<file path="src/rtl/rhb_pkg.sv">
package rhb_pkg;
  localparam int unsigned DEF_THREADS = 2;
  localparam int unsigned DEF_DEPTH   = 8;
  localparam int unsigned DEF_SEQ_W   = 8;
  localparam int unsigned DEF_ARCH_W  = 5;
  localparam int unsigned DEF_PHYS_W  = 6;

  typedef enum logic {
    SQ_IDLE = 1'b0,
    SQ_WALK = 1'b1
  } sq_state_e;
endpackage

</file>
<file path="src/rtl/rhb_hist_fifo.sv">
// Per-thread record list: push at young end, pop at either end.
module rhb_hist_fifo #(
  parameter int unsigned DEPTH = 8,
  parameter int unsigned REC_W = 25,
  localparam int unsigned AW   = $clog2(DEPTH),
  localparam int unsigned CW   = AW + 1
) (
  input  logic             clk_i,
  input  logic             rst_ni,
  input  logic             push_i,
  input  logic [REC_W-1:0] push_rec_i,
  input  logic             pop_old_i,
  input  logic             pop_young_i,
  output logic [CW-1:0]    count_o,
  output logic [REC_W-1:0] oldest_o,
  output logic [REC_W-1:0] youngest_o
);
  logic [REC_W-1:0] mem_q [DEPTH];
  logic [AW-1:0]    rd_ptr_q, wr_ptr_q, last_ptr;
  logic [CW-1:0]    cnt_q;

  assign last_ptr   = wr_ptr_q - 1'b1;
  assign oldest_o   = mem_q[rd_ptr_q];
  assign youngest_o = mem_q[last_ptr];
  assign count_o    = cnt_q;

  always_ff @(posedge clk_i) begin
    if (push_i) mem_q[wr_ptr_q] <= push_rec_i;
  end

  always_ff @(posedge clk_i or negedge rst_ni) begin
    if (!rst_ni) begin
      rd_ptr_q <= '0;
      wr_ptr_q <= '0;
      cnt_q    <= '0;
    end else begin
      if (pop_old_i) rd_ptr_q <= rd_ptr_q + 1'b1;
      // push and young pop never coincide: walk closes allocation
      if (push_i)           wr_ptr_q <= wr_ptr_q + 1'b1;
      else if (pop_young_i) wr_ptr_q <= last_ptr;
      cnt_q <= cnt_q + CW'(push_i) - CW'(pop_old_i) - CW'(pop_young_i);
    end
  end
endmodule

</file>
<file path="src/rtl/rhb_commit_unit.sv">
// Retires the oldest record of one thread.
module rhb_commit_unit #(
  parameter int unsigned NUM_THREADS = 2,
  parameter int unsigned SEQ_W       = 8,
  parameter int unsigned ARCH_W      = 5,
  parameter int unsigned PHYS_W      = 6,
  parameter int unsigned CW          = 4,
  localparam int unsigned TID_W      = (NUM_THREADS > 1) ? $clog2(NUM_THREADS) : 1,
  localparam int unsigned REC_W      = SEQ_W + ARCH_W + 2 * PHYS_W
) (
  input  logic                               clk_i,
  input  logic                               rst_ni,
  input  logic                               commit_valid_i,
  input  logic [TID_W-1:0]                   commit_tid_i,
  input  logic [SEQ_W-1:0]                   commit_seq_i,
  input  logic [NUM_THREADS-1:0][CW-1:0]     cnt_i,
  input  logic [NUM_THREADS-1:0][REC_W-1:0]  oldest_i,
  output logic [NUM_THREADS-1:0]             pop_old_o,
  output logic                               free_valid_o,
  output logic [PHYS_W-1:0]                  free_preg_o,
  output logic                               err_o
);
  typedef struct packed {
    logic [SEQ_W-1:0]  seq;
    logic [ARCH_W-1:0] arch;
    logic [PHYS_W-1:0] new_p;
    logic [PHYS_W-1:0] prev_p;
  } rec_t;

  rec_t head;
  logic match;

  assign head  = rec_t'(oldest_i[commit_tid_i]);
  assign match = (cnt_i[commit_tid_i] != '0) && (head.seq == commit_seq_i);

  always_comb begin
    pop_old_o = '0;
    if (commit_valid_i && match) pop_old_o[commit_tid_i] = 1'b1;
  end

  always_ff @(posedge clk_i or negedge rst_ni) begin
    if (!rst_ni) begin
      free_valid_o <= 1'b0;
      free_preg_o  <= '0;
      err_o        <= 1'b0;
    end else begin
      free_valid_o <= commit_valid_i && match;
      free_preg_o  <= head.prev_p;
      err_o        <= commit_valid_i && !match;
    end
  end
endmodule

</file>
<file path="src/rtl/rhb_squash_walk.sv">
// Undo walk, youngest record first, one per cycle.
module rhb_squash_walk
  import rhb_pkg::*;
#(
  parameter int unsigned NUM_THREADS = 2,
  parameter int unsigned SEQ_W       = 8,
  parameter int unsigned ARCH_W      = 5,
  parameter int unsigned PHYS_W      = 6,
  parameter int unsigned CW          = 4,
  localparam int unsigned TID_W      = (NUM_THREADS > 1) ? $clog2(NUM_THREADS) : 1,
  localparam int unsigned REC_W      = SEQ_W + ARCH_W + 2 * PHYS_W
) (
  input  logic                               clk_i,
  input  logic                               rst_ni,
  input  logic                               squash_valid_i,
  input  logic [TID_W-1:0]                   squash_tid_i,
  input  logic [SEQ_W-1:0]                   squash_seq_i,
  input  logic [NUM_THREADS-1:0][CW-1:0]     cnt_i,
  input  logic [NUM_THREADS-1:0][REC_W-1:0]  youngest_i,
  input  logic [NUM_THREADS-1:0]             pop_old_i,
  output logic [NUM_THREADS-1:0]             pop_young_o,
  output logic                               busy_o,
  output logic                               restore_valid_o,
  output logic [TID_W-1:0]                   restore_tid_o,
  output logic [ARCH_W-1:0]                  restore_arch_o,
  output logic [PHYS_W-1:0]                  restore_preg_o,
  output logic [PHYS_W-1:0]                  reclaim_preg_o
);
  typedef struct packed {
    logic [SEQ_W-1:0]  seq;
    logic [ARCH_W-1:0] arch;
    logic [PHYS_W-1:0] new_p;
    logic [PHYS_W-1:0] prev_p;
  } rec_t;

  sq_state_e        state_q;
  logic [TID_W-1:0] tid_q;
  logic [SEQ_W-1:0] seq_q;
  rec_t             tail;
  logic [CW-1:0]    eff_cnt;
  logic             step;

  assign tail    = rec_t'(youngest_i[tid_q]);
  // commit of this cycle is seen first
  assign eff_cnt = cnt_i[tid_q] - CW'(pop_old_i[tid_q]);
  assign step    = (state_q == SQ_WALK) && (eff_cnt != '0) && (tail.seq > seq_q);
  assign busy_o  = (state_q == SQ_WALK);

  always_comb begin
    pop_young_o = '0;
    if (step) pop_young_o[tid_q] = 1'b1;
  end

  always_ff @(posedge clk_i or negedge rst_ni) begin
    if (!rst_ni) begin
      state_q         <= SQ_IDLE;
      tid_q           <= '0;
      seq_q           <= '0;
      restore_valid_o <= 1'b0;
      restore_tid_o   <= '0;
      restore_arch_o  <= '0;
      restore_preg_o  <= '0;
      reclaim_preg_o  <= '0;
    end else begin
      restore_valid_o <= step;
      restore_tid_o   <= tid_q;
      restore_arch_o  <= tail.arch;
      restore_preg_o  <= tail.prev_p;
      reclaim_preg_o  <= tail.new_p;
      case (state_q)
        SQ_IDLE: if (squash_valid_i) begin
          state_q <= SQ_WALK;
          tid_q   <= squash_tid_i;
          seq_q   <= squash_seq_i;
        end
        SQ_WALK: if (!step) state_q <= SQ_IDLE;
        default: state_q <= SQ_IDLE;
      endcase
    end
  end
endmodule

</file>
<file path="src/rtl/rename_history_buf.sv">
module rename_history_buf
  import rhb_pkg::*;
#(
  parameter int unsigned NUM_THREADS = DEF_THREADS,
  parameter int unsigned DEPTH       = DEF_DEPTH,
  parameter int unsigned SEQ_W       = DEF_SEQ_W,
  parameter int unsigned ARCH_W      = DEF_ARCH_W,
  parameter int unsigned PHYS_W      = DEF_PHYS_W,
  localparam int unsigned TID_W      = (NUM_THREADS > 1) ? $clog2(NUM_THREADS) : 1,
  localparam int unsigned REC_W      = SEQ_W + ARCH_W + 2 * PHYS_W,
  localparam int unsigned CW         = $clog2(DEPTH) + 1
) (
  input  logic              clk_i,
  input  logic              rst_ni,
  input  logic              alloc_valid_i,
  input  logic [TID_W-1:0]  alloc_tid_i,
  input  logic [SEQ_W-1:0]  alloc_seq_i,
  input  logic [ARCH_W-1:0] alloc_arch_i,
  input  logic [PHYS_W-1:0] alloc_new_i,
  input  logic [PHYS_W-1:0] alloc_prev_i,
  output logic              alloc_ready_o,
  input  logic              commit_valid_i,
  input  logic [TID_W-1:0]  commit_tid_i,
  input  logic [SEQ_W-1:0]  commit_seq_i,
  input  logic              squash_valid_i,
  input  logic [TID_W-1:0]  squash_tid_i,
  input  logic [SEQ_W-1:0]  squash_seq_i,
  output logic              squash_busy_o,
  output logic              commit_free_valid_o,
  output logic [PHYS_W-1:0] commit_free_preg_o,
  output logic              commit_err_o,
  output logic              restore_valid_o,
  output logic [TID_W-1:0]  restore_tid_o,
  output logic [ARCH_W-1:0] restore_arch_o,
  output logic [PHYS_W-1:0] restore_preg_o,
  output logic [PHYS_W-1:0] reclaim_preg_o
);
  logic [NUM_THREADS-1:0][CW-1:0]    cnt;
  logic [NUM_THREADS-1:0][REC_W-1:0] oldest, youngest;
  logic [NUM_THREADS-1:0]            push, pop_old, pop_young;
  logic [REC_W-1:0]                  new_rec;
  logic                              accept;

  // stall on a full target list or during a walk
  assign alloc_ready_o = !squash_busy_o && (cnt[alloc_tid_i] != CW'(DEPTH));
  assign accept        = alloc_valid_i && alloc_ready_o;
  assign new_rec       = {alloc_seq_i, alloc_arch_i, alloc_new_i, alloc_prev_i};

  for (genvar t = 0; t < NUM_THREADS; t++) begin : g_thr
    assign push[t] = accept && (alloc_tid_i == TID_W'(t));

    rhb_hist_fifo #(
      .DEPTH (DEPTH),
      .REC_W (REC_W)
    ) u_fifo (
      .clk_i       (clk_i),
      .rst_ni      (rst_ni),
      .push_i      (push[t]),
      .push_rec_i  (new_rec),
      .pop_old_i   (pop_old[t]),
      .pop_young_i (pop_young[t]),
      .count_o     (cnt[t]),
      .oldest_o    (oldest[t]),
      .youngest_o  (youngest[t])
    );
  end

  rhb_commit_unit #(
    .NUM_THREADS (NUM_THREADS),
    .SEQ_W       (SEQ_W),
    .ARCH_W      (ARCH_W),
    .PHYS_W      (PHYS_W),
    .CW          (CW)
  ) u_commit (
    .clk_i          (clk_i),
    .rst_ni         (rst_ni),
    .commit_valid_i (commit_valid_i),
    .commit_tid_i   (commit_tid_i),
    .commit_seq_i   (commit_seq_i),
    .cnt_i          (cnt),
    .oldest_i       (oldest),
    .pop_old_o      (pop_old),
    .free_valid_o   (commit_free_valid_o),
    .free_preg_o    (commit_free_preg_o),
    .err_o          (commit_err_o)
  );

  rhb_squash_walk #(
    .NUM_THREADS (NUM_THREADS),
    .SEQ_W       (SEQ_W),
    .ARCH_W      (ARCH_W),
    .PHYS_W      (PHYS_W),
    .CW          (CW)
  ) u_squash (
    .clk_i           (clk_i),
    .rst_ni          (rst_ni),
    .squash_valid_i  (squash_valid_i),
    .squash_tid_i    (squash_tid_i),
    .squash_seq_i    (squash_seq_i),
    .cnt_i           (cnt),
    .youngest_i      (youngest),
    .pop_old_i       (pop_old),
    .pop_young_o     (pop_young),
    .busy_o          (squash_busy_o),
    .restore_valid_o (restore_valid_o),
    .restore_tid_o   (restore_tid_o),
    .restore_arch_o  (restore_arch_o),
    .restore_preg_o  (restore_preg_o),
    .reclaim_preg_o  (reclaim_preg_o)
  );
endmodule

</file>
<file path="config.mk">
export PLATFORM = sky130hd
export DESIGN_NAME = rename_history_buf
export DESIGN_NICKNAME = d
export VERILOG_FILES = /design/src/rtl/rhb_pkg.sv /design/src/rtl/rhb_hist_fifo.sv /design/src/rtl/rhb_commit_unit.sv /design/src/rtl/rhb_squash_walk.sv /design/src/rtl/rename_history_buf.sv
export SDC_FILE = /design/constraint.sdc
export NUM_CORES = 1
export LEC_CHECK = 0
export BUFFER_PORTS_ARGS = -buffer_cell sky130_fd_sc_hd__buf_2
export CAP_MARGIN = 20
export CORE_MARGIN = 8
export CORE_UTILIZATION = 44
export CTS_CLUSTER_SIZE = 8
export DETAILED_ROUTE_END_ITERATION = 8
export PLACE_DENSITY_LB_ADDON = 0.2
export SKIP_CTS_REPAIR_TIMING = 1
export SYNTH_ARGS = -nofsm -noshare
export SYNTH_HDL_FRONTEND = slang
export SYNTH_SLANG_ARGS = --single-unit
</file>
<file path="constraint.sdc">
create_clock -name clk_i -period 7.16 [get_ports clk_i]
set_input_delay 0 -clock clk_i [delete_from_list [all_inputs] [get_ports clk_i]]
set_output_delay 0 -clock clk_i [all_outputs]
set_load 0.03 [all_outputs]
</file>
* Yosys cells after proc, flatten, opt, wreduce, memory -nomap -nowiden *
Memories as Yosys holds them, arrays and structs flattened.
Cells that the tools add are included.

storage, ports and cells
  logic and storage cells = 89
  bits in latches = 0
  memory bits (writable) = 400
  memory bits (read-only) = 0
  memories = 2
  flip-flop bits (word level) = 57
  output and inout bits = 29

memory list
  name                   depth  bits a word  read ports  clocked after memory_dff  write ports  line                 text
  g_thr[0].u_fifo.mem_q  8      25           2           0                         1            rhb_hist_fifo.sv:18  logic [REC_W-1:0] mem_q [DEPTH];
  g_thr[1].u_fifo.mem_q  8      25           2           0                         1            rhb_hist_fifo.sv:18

cells by class
  multiplexer cells = 29
  add/subtract/negate cells = 13
  bitwise gates (word level) = 2
  div/mod/pow operators = 0
  order comparisons = 6
  $mul = 0
  shift-type cells = 0
  reduce and logical (&&, ||, !) cells = 18
  equal/unequal tests = 2

operator list
  cell                                                                          number
  25-bit two-way mux                                                            4
  4-bit two-way mux                                                             6
  4-bit by 1-bit subtractor with 4-bit output                                   5
  3-bit by 1-bit adder with 3-bit output, second input constant                 4
  3-bit two-way mux                                                             4
  1-bit logical AND                                                             11
  1-bit two-way mux                                                             10
  4-bit by 1-bit adder with 4-bit output                                        2
  8-bit == test                                                                 1
  8-bit greater-than comparator                                                 1
  4-bit nonzero test                                                            2
  1-bit by 2-bit less-than comparator with 1-bit output, second input constant  3
  3-bit by 1-bit subtractor with 3-bit output, second input constant            2
  2-bit two-way mux                                                             2
  4-bit != test, second input constant                                          1
  2-bit nonzero test                                                            2
  1-bit demux with 1-bit select                                                 2
  1-bit >= comparator, second input constant                                    2
  1-bit logical NOT                                                             2
  1-bit inverter                                                                2
  1-bit case mux with 2 select lines                                            1
  2-bit AND reduction                                                           1

* Depth between registers and ports, before layout *
Gate-level depths: netlist (run 1).
An unclocked memory read counts as a cell.

  depth after elaboration = 16
  mapped depth = 25
  depth with buffers taken out = 22

* Hierarchy *
A second synthesis (run 1) with hierarchy kept.

unflattened totals
  cells, all modules = 1386
  area, all modules = 22306.4 µm²

modules (own cells, without submodules)
  module                            cells an instance  area an instance (µm²)  instances  sequential area each (µm²)
  rhb_hist_fifo at g_thr[1].u_fifo  610                10167.3                 1          6256.0
  rhb_hist_fifo at g_thr[0].u_fifo  605                10132.2                 1          6256.0
  rhb_squash_walk                   120                1445.1                  1          725.7
  rhb_commit_unit                   44                 506.7                   1          200.2
  rename_history_buf                7                  55.1                    1          0.0

* Worst setup path after synthesis (run 1) *
Ideal clock, no wire load.

  path kind = flip-flop to flip-flop
  start point = reg g_thr[0].u_fifo.wr_ptr_q[0]
  end point = reg g_thr[0].u_fifo.cnt_q[3]
  clock period less this slack = 5.836 ns
  cell stages (with the launch flop) = 25
  data arrival time = 5.713 ns
  required time = 7.037 ns
  setup slack = 1.324 ns
  cell sequence = dfrtp_1 buf_1 clkbuf_1 inv_1 ha_1 clkbuf_1 clkbuf_1 mux4_2 nor2b_1 a211oi_1 a21oi_1 ha_1 nor2b_1 o21a_1 o21a_1 o21a_1 o21bai_1 a21oi_1 fa_1 inv_1 ha_1 ha_1 fa_1 xnor2_1 xnor2_1

between the ends
  word-level cells in the longest chain between the ends = 8

ends and longest elaborated chain
  element                                                 line                   text
  start, declared                                         rhb_hist_fifo.sv:19    logic [AW-1:0] rd_ptr_q, wr_ptr_q, last_ptr;
  start signal, assigned                                  rhb_hist_fifo.sv:39    if (push_i) wr_ptr_q <= wr_ptr_q + 1'b1;
  start signal, assigned                                  rhb_hist_fifo.sv:40    else if (pop_young_i) wr_ptr_q <= last_ptr;
  3-bit by 1-bit subtractor with 3-bit output             rhb_hist_fifo.sv:22    assign last_ptr = wr_ptr_q - 1'b1;
  memory 8 x 25 bit                                       n/a
  25-bit two-way mux (implied by the code) (2 in series)  rhb_squash_walk.sv:43  assign tail = rec_t'(youngest_i[tid_q]);
  8-bit greater-than comparator                           rhb_squash_walk.sv:46  assign step = (state_q == SQ_WALK) && (eff_cnt != '0) && (tail.seq > seq_q);
  1-bit logical AND                                       rhb_squash_walk.sv:46
  2-bit two-way mux                                       rhb_squash_walk.sv:51  if (step) pop_young_o[tid_q] = 1'b1;
  4-bit by 1-bit subtractor with 4-bit output             rhb_hist_fifo.sv:41    cnt_q <= cnt_q + CW'(push_i) - CW'(pop_old_i) - CW'(pop_young_i);
  end signal, assigned                                    rhb_hist_fifo.sv:41
  end, declared                                           rhb_hist_fifo.sv:20    logic [CW-1:0] cnt_q;

Every way passes these cells. The select of a mux whose other input is x is not followed.
A chain may end at the register's enable or synchronous reset.

* Worst setup path after layout (run 1) *
  start point = reg g_thr[1].u_fifo.rd_ptr_q[2]
  end point = reg g_thr[1].u_fifo.cnt_q[3]

between the ends
  word-level cells in the longest chain between the ends = 15
  elaborated cells between the ends (all ways) = 16
  those cells by class = add/sub (3); eq/ne (1); mux (6); reduce/logical (5); memory (1)

ends and longest elaborated chain
  element                                                     line                   text
  start, declared                                             rhb_hist_fifo.sv:19
  start signal, assigned                                      rhb_hist_fifo.sv:37    if (pop_old_i) rd_ptr_q <= rd_ptr_q + 1'b1;
  memory 8 x 25 bit (*)                                       n/a
  25-bit two-way mux (implied by the code) (*) (2 in series)  rhb_commit_unit.sv:33  assign head = rec_t'(oldest_i[commit_tid_i]);
  8-bit == test (*)                                           rhb_commit_unit.sv:34  assign match = (cnt_i[commit_tid_i] != '0) && (head.seq == commit_seq_i);
  1-bit logical AND (*)                                       rhb_commit_unit.sv:34
  1-bit logical AND (*)                                       rhb_commit_unit.sv:38  if (commit_valid_i && match) pop_old_o[commit_tid_i] = 1'b1;
  2-bit two-way mux (*)                                       rhb_commit_unit.sv:38
  1-bit two-way mux (implied by the code) (2 in series)       rhb_squash_walk.sv:45  assign eff_cnt = cnt_i[tid_q] - CW'(pop_old_i[tid_q]);
  4-bit by 1-bit subtractor with 4-bit output                 rhb_squash_walk.sv:45
  4-bit nonzero test                                          rhb_squash_walk.sv:46
  1-bit logical AND (2 in series)                             rhb_squash_walk.sv:46
  2-bit two-way mux                                           rhb_squash_walk.sv:51
  4-bit by 1-bit subtractor with 4-bit output (*)             rhb_hist_fifo.sv:41
  end signal, assigned                                        rhb_hist_fifo.sv:41
  end, declared                                               rhb_hist_fifo.sv:20

Mark *: on every way between the ends. The rest lies on a longest branch, timed or not. The select of a mux whose other input is x is not followed.

==> results of run 1 <==
[report_power, final]
group,internal [mW],total [mW],switching [mW]
logic,1.43,3.20,1.77
clock network,1.77,2.84,1.07
registers,3.18,3.40,0.219
[sequential cells by signal (all words and copies together), names as in the netlist]
signal and count:
u_squash.reclaim_preg_o 6, g_thr.u_fifo.mem_q 400, g_thr.u_fifo.rd_ptr_q 6, u_commit.free_valid_o 1, u_squash.seq_q 8, u_squash.tid_q 1
u_squash.restore_arch_o 5, g_thr.u_fifo.count_o 8, g_thr.u_fifo.wr_ptr_q 6, u_squash.restore_valid_o 1, u_commit.err_o 1, u_commit.free_preg_o 6
u_squash.busy_o 1, u_squash.restore_preg_o 6, u_squash.restore_tid_o 1
[metal layers]
metal,global-route usage [%],wire (microns),vias up
li1,-,-,4519
met1,25.4,20400,5381
met2,31.5,23800,381
met3,3.71,3100,83
met4,6.52,1220,0
met5,0,0,-
[stage by stage]
stage	instances	area [sq um]	utilization (%)	power, mW	hold slack, ns
floorplan	1024	19700	-	5.65	-0.296
global placement	1668	21000	47.4	6.66	0.194
detailed placement	1668	21000	47.4	6.68	0.197
CTS	1778	22900	51.7	9.54	-0.402
global route	1814	23200	52.5	9.92	0.102
finish	1815	23200	52.5	9.44	0.0433
[cell usage in the layout (no fill, tap or decap), types with 5 or more instances in the layout]
cell type | netlist | layout
mux2_2 | 12 | 12
a22oi_1 | 5 | 5
edfxtp_1 | 400 | 400
nor2b_1 | 39 | 39
a21oi_1 | 36 | 36
xnor2_1 | 19 | 19
buf_4 | 3 | 38
nor2_1 | 7 | 5
inv_1 | 24 | 24
o21ai_0 | 10 | 10
xor2_1 | 8 | 6
nand3_1 | 5 | 5
clkbuf_16 | 0 | 69
ha_1 | 21 | 19
clkbuf_1 | 36 | 38
mux2i_1 | 51 | 51
nor3b_1 | 6 | 5
a211oi_1 | 33 | 33
mux4_2 | 145 | 145
nor3_2 | 0 | 7
buf_2 | 7 | 76
dfrtp_1 | 57 | 53
nand2_1 | 15 | 15
nor4_2 | 0 | 5
dlygate4sd3_1 | 0 | 36
[layout make-up]
class | count | area [sq um] | share of cell area [%]
multi-input cells | 479 | 6000 | 25.8
repair buffers | 151 | 1050 | 4.50
clock buffers | 107 | 1870 | 8.05
well taps | 592 | 741 | 3.19
diodes | 1 | 2.50 | 0.0108
inverters | 25 | 93.8 | 0.404
flip-flops and latches | 457 | 13400 | 57.9
clock inverters | 3 | 26.3 | 0.113
[worst min-delay path: stages]
cell and delay, ns:
buf_2 0.09, nor2b_1 0.27, nand2_1 0.12, o21ai_0 0.06
[logic make-up after synthesis]
group / count (synthesis) / synth area share (%)
muxes: 210 / 20.0
AOI/OAI and AO/OA: 109 / 3.63
buffers and inverters: 88 / 1.86
adders and majority gates: 25 / 1.74
DFF: 457 / 68.3
and+or+nand+nor: 108 / 3.26
xor gates and xnor gates: 27 / 1.20
[worst max path at each step]
stage,start,cells after the start,slack (ns),endpoint
final,g_thr[1].u_fifo.rd_ptr_q[2],22,1.25,g_thr[1].u_fifo.count_o[3]
after global routing,g_thr[1].u_fifo.rd_ptr_q[2],23,0.84,g_thr[1].u_fifo.count_o[3]
after global placement,g_thr[1].u_fifo.rd_ptr_q[2],21,1.39,g_thr[0].u_fifo.count_o[3]
after floorplan,g_thr[0].u_fifo.wr_ptr_q[0],24,1.32,g_thr[0].u_fifo.count_o[3]
after CTS,g_thr[1].u_fifo.rd_ptr_q[2],22,1.23,g_thr[1].u_fifo.count_o[3]
after detailed placement,g_thr[1].u_fifo.rd_ptr_q[2],22,1.28,g_thr[1].u_fifo.count_o[3]
==> impl_metrics.json, run 1 <==
{
  "min_to": "u_squash.seq_q[6]",
  "syn_inst": 1024,
  "outcome": "finished clean",
  "via_count": 10400,
  "cts_sinks": 457,
  "clk_latency_ns": 0.57,
  "cpPeakStageDelay_ns": 0.99,
  "synthTopCellsByArea": "edfxtp_1 (61%), mux4_2 (17%), dfrtp_1 (7.3%)",
  "layout-drive-gt1-share_pct": 30.4,
  "synth_area_sq_um": 19700,
  "synth-seq-cells": 457,
  "rows": 77,
  "ys.flop_type": "edfxtp_1",
  "cpMostUsedCell": "ha_1",
  "cts_tree": "done",
  "dpl.hpwl_microns": 28000,
  "port_buffers": 77,
  "critical_path_class": "register to register",
  "synth.distinct_cells": 55,
  "max_freq_ghz": 0.169,
  "drc_errors": 0,
  "clk_pin_slew_ns": 0.05,
  "worstHoldPathCells": 4,
  "relSlewSlack_pct": 28.9,
  "cts_root_buf": "clkbuf_16",
  "cp_cell_sequence": "mux4_2 -> mux2_2 -> a22oi_1 -> xor2_1 -> nand4_1 -> nor4_4 -> buf_4 -> and3_1 -> ha_1 -> xor2_1 -> o41ai_1 -> a21oi_1 -> nand2_1 -> a21oi_1 -> fa_1 -> inv_1 -> ha_1 -> ha_1 -> inv_1 -> fa_1 -> xnor2_1 -> xnor2_1",
  "netlist.area_leader.share_pct": 61.1,
  "synth.yosys.seq_area_share_pct": 68.3,
  "nets": 1255,
  "worst_pin_slew_ns": 1.07,
  "finalWorstSetupSlack_ns": 1.25,
  "crit_slowest_cell": "dfrtp_1",
  "drt-wirelength-per-cell_microns": 26.7,
  "antenna_found_initial": 1,
  "dp_slack_ns": 1.28,
  "startpoint_type": "register",
  "syn_to_final_growth_pct": 18.1,
  "initial_core_util_pct": 44.5,
  "vias_per_cell": 5.71,
  "skew_ns": 0.0219,
  "synth-edff-count": 400,
  "syn_nets": 1098,
  "max-vdd-ir-drop_v": 0.000264,
  "arrival_ns": 6.34,
  "r2r_cells": 22,
  "synth_top_cells_by_count": "edfxtp_1 (400), mux4_2 (145), dfrtp_1 (57)",
  "drt_iter0_markers": 726,
  "cp_num_buf_inv": 3,
  "min_from": "squash_valid_i",
  "grt_max_degree": 58,
  "cts_buffers": 67,
  "cp_top_family": "adder cells",
  "yosys.area.top_type": "edfxtp_1",
  "coreArea_sq_um": 44200,
  "grt_setup_unrepaired": "no",
  "grtUsageTotal_pct": 19.1,
  "grt_overflow_total": 0,
  "holdCritPathClass": "input pin to register",
  "clk_path_buf_depth": 3,
  "yosysMostFrequentCell": "edfxtp_1",
  "syn_avg_cell_area_sq_um": 19.2,
  "setup_tns_ns": 0,
  "fin_crit_ns": 5.91,
  "antenna_left": 0,
  "hold_violations": 0,
  "required_ns": 7.59,
  "ys_warn_count": 0,
  "h-tree-depth": 3,
  "r2r_slack_ns": 1.25,
  "reg2reg_to": "g_thr[1].u_fifo.count_o[3]",
  "die_area_sq_um": 51700,
  "die_h_microns": 227,
  "synthArstFlopShare_pct": 12.5,
  "grt_pass1_vias": 10900,
  "r2r_start": "g_thr[1].u_fifo.rd_ptr_q[2]",
  "place_congestion": 0.810,
  "ioPinCount": 78,
  "firstDrtPassIters": 5,
  "path_max_fanout": 19,
  "finalCritPeriodShare_pct": 82.5,
  "grt_pass1_wl_microns": 71300,
  "fill_cells": 3474,
  "drt_wl_total_microns": 48500,
  "leakage_nw": 7.76,
  "cp-end-kind": "register",
  "die_w_microns": 227,
  "setup_viol": 0,
  "finalMaxSlewViolations": 0,
  "powerDensity_nw_per_um2": 407,
  "maxCapViolCount": 0
}
(Power assumes the default switching activity.)
==> inputs of run 2 (changes only) <==
ABC_AREA = 1   (was not set)
clock period = 5.03 ns   (was 7.16 ns; I/O delays follow)
==> run 2 against run 1 <==
Compared with the run above: wire length grew 24%; first-iteration DRC count grew 130%; sequential power grew 38%; hold slack lost 0.039 ns; synthesized cell count grew 90%; worst setup slack lost 0.89 ns.
==> impl_metrics.json, run 2 <==
{
  "finalMaxSlewViolations": 0,
  "clk_path_buf_depth": 3,
  "firstDrtPassIters": 5,
  "antenna_found_initial": 2,
  "grt_pass1_vias": 15100,
  "required_ns": 5.49,
  "dpl.hpwl_microns": 35200,
  "relSlewSlack_pct": 26.0,
  "placedInstanceArea_sq_um": 21900,
  "holdCritPathClass": "input pin to register",
  "synth.yosys.seq_area_share_pct": 64.6,
  "worst_pin_slew_ns": 1.11,
  "drt_iter0_markers": 1641,
  "initial_core_util_pct": 44.6,
  "cp-end-kind": "register",
  "vias_per_cell": 5.69,
  "arrival_ns": 5.13,
  "h-tree-depth": 3,
  "syn_nets": 2022,
  "r2r_start": "g_thr[1].u_fifo.wr_ptr_q[1]",
  "r2r_cells": 20,
  "r2r_slack_ns": 0.36,
  "port_buffers": 77,
  "drt-wirelength-per-cell_microns": 22.2,
  "crit_path_end": "g_thr[0].u_fifo.count_o[3]",
  "ys.flop_type": "edfxtp_1",
  "critical_path_class": "register to register",
  "drc_errors": 0,
  "leakage_nw": 9.23,
  "coreArea_sq_um": 46700,
  "cts_sinks": 457,
  "worstSetupStartpoint": "g_thr[1].u_fifo.wr_ptr_q[1]",
  "die_h_microns": 233,
  "synthTopCellsByArea": "edfxtp_1 (58%), o21ai_0 (7.1%), dfrtp_1 (6.9%)",
  "setup_viol": 0,
  "synth_area_sq_um": 20800,
  "cpPeakStageDelay_ns": 0.53,
  "grt_overflow_total": 0,
  "finalWorstSetupSlack_ns": 0.361,
  "cts_root_buf": "clkbuf_16",
  "cp_num_buf_inv": 3,
  "final_area_sq_um": 24400,
  "ys_warn_count": 0,
  "final_common_cell": "edfxtp_1",
  "cts_tree": "done",
  "die_area_sq_um": 54500,
  "grt_pass1_wl_microns": 90300,
  "rows": 79,
  "die_w_microns": 233,
  "maxCapViolCount": 0,
  "cts_buffers": 67,
  "skew_ns": 0.0326,
  "synth-seq-cells": 457,
  "hold_violations": 0,
  "powerDensity_nw_per_um2": 607,
  "finalCritPeriodShare_pct": 92.8,
  "antenna_left": 0,
  "clk_latency_ns": 0.60,
  "reg2reg_to": "g_thr[0].u_fifo.count_o[3]",
  "netlist.area_leader.share_pct": 57.7,
  "synth_top_cells_by_count": "edfxtp_1 (400), o21ai_0 (296), nand2_1 (236)",
  "setup_tns_ns": 0,
  "via_count": 15400,
  "regMostFlops": "g_thr.u_fifo.mem_q",
  "ioPinCount": 78,
  "syn_avg_cell_area_sq_um": 10.7,
  "final_cell_mix": "edfxtp_1 (400), o21ai_0 (296), nand2_1 (236)",
  "synthArstFlopShare_pct": 12.5,
  "finalPower_mw": 14.8,
  "fin_crit_ns": 4.67,
  "yosys.area.top_type": "edfxtp_1",
  "synth-edff-count": 400,
  "nets": 2134,
  "synth.distinct_cells": 44,
  "dp_slack_ns": 0.339,
  "syn_to_final_growth_pct": 17.1,
  "place_congestion": 0.875,
  "largest_register_ffs": 400,
  "crit_slowest_cell": "fa_1",
  "crit_cells": 20,
  "whs_ns": 0.00476,
  "max_freq_ghz": 0.214,
  "grtUsageTotal_pct": 22.1,
  "max-vdd-ir-drop_v": 0.000631,
  "startpoint_type": "register",
  "layout-drive-gt1-share_pct": 12.4,
  "path_max_fanout": 45,
  "outcome": "finished clean",
  "cp_cell_sequence": "inv_1 -> ha_2 -> buf_12 -> o21ai_0 -> o21ai_0 -> o221ai_1 -> nand2_1 -> ha_1 -> nand2_1 -> o21ai_0 -> nand3_1 -> o211ai_1 -> nand3_1 -> nor2_1 -> fa_1 -> inv_1 -> ha_1 -> ha_1 -> fa_1 -> xor2_1",
  "syn_inst": 1948,
  "grt_setup_unrepaired": "no",
  "clk_pin_slew_ns": 0.05,
  "grt_max_degree": 94,
  "yosysMostFrequentCell": "edfxtp_1",
  "cp_top_family": "adder cells",
  "drt_wl_total_microns": 60200
}
[run 2: kinds of logic after synthesis]
family	Yosys count	synth area share, %
flops	457	64.6
mux	1	0.0541
buf+inv	324	6.38
fa+ha+maj	25	1.65
xor+xnor	10	0.421
simple gates	570	11.7
compound gates	561	15.3
[run 2: worst min path at each step]
stage / from / end / slack, ns / depth (start not counted)
2_1_floorplan: rst_ni / g_thr[0].u_fifo.count_o[0] / -0.30 / 0
3_3_place_gp: rst_ni / u_squash.seq_q[2] / 0.21 / 2
3_5_place_dp: rst_ni / u_squash.seq_q[2] / 0.21 / 2
4_1_cts: rst_ni / u_squash.restore_preg_o[1] / -0.41 / 2
5_1_grt: squash_valid_i / u_squash.busy_o / 0.05 / 3
6_report: commit_seq_i[4] / g_thr[1].u_fifo.rd_ptr_q[0] / 0.005 / 8
[run 2: metrics by stage]
stage,util (%),cells
floorplan,-,1948
global placement,46.9,2554
detailed placement,46.9,2554
CTS,51.2,2670
global route,52.2,2714
finish,52.2,2715
[run 2: final cells by class]
type / count / area (sq um)
Inverter: 197 / 752
Timing Repair Buffer: 170 / 1250
Multi-Input combinational cell: 1167 / 6170
Antenna cell: 1 / 2.50
Clock inverter: 7 / 113
Fill cell: 4034 / 22300
Tap cell: 607 / 759
Clock buffer: 109 / 1870
Sequential cell: 457 / 13400
[run 2: tightest hold or removal path: cells and delay by family]
family | cells | cell delay (ns)
AND/OR/NAND/NOR | 5 | 0.35
buffers and inverters | 3 | 0.21
[run 2: layer usage]
metal  track usage (%)  routed length (microns)  vias to the layer above
met5                 0                       13                        -
met4              8.14                     1920                        2
met3              4.36                     5300                      144
met2              36.7                    28500                      717
met1              28.5                    24500                     7435
li1                  -                        -                     7143
[run 2: power by group]
group          total [mW]  internal, mW  switching, mW
combinational        5.91          1.78           4.13
clock                4.17          2.54           1.63
sequential           4.70          4.53          0.164
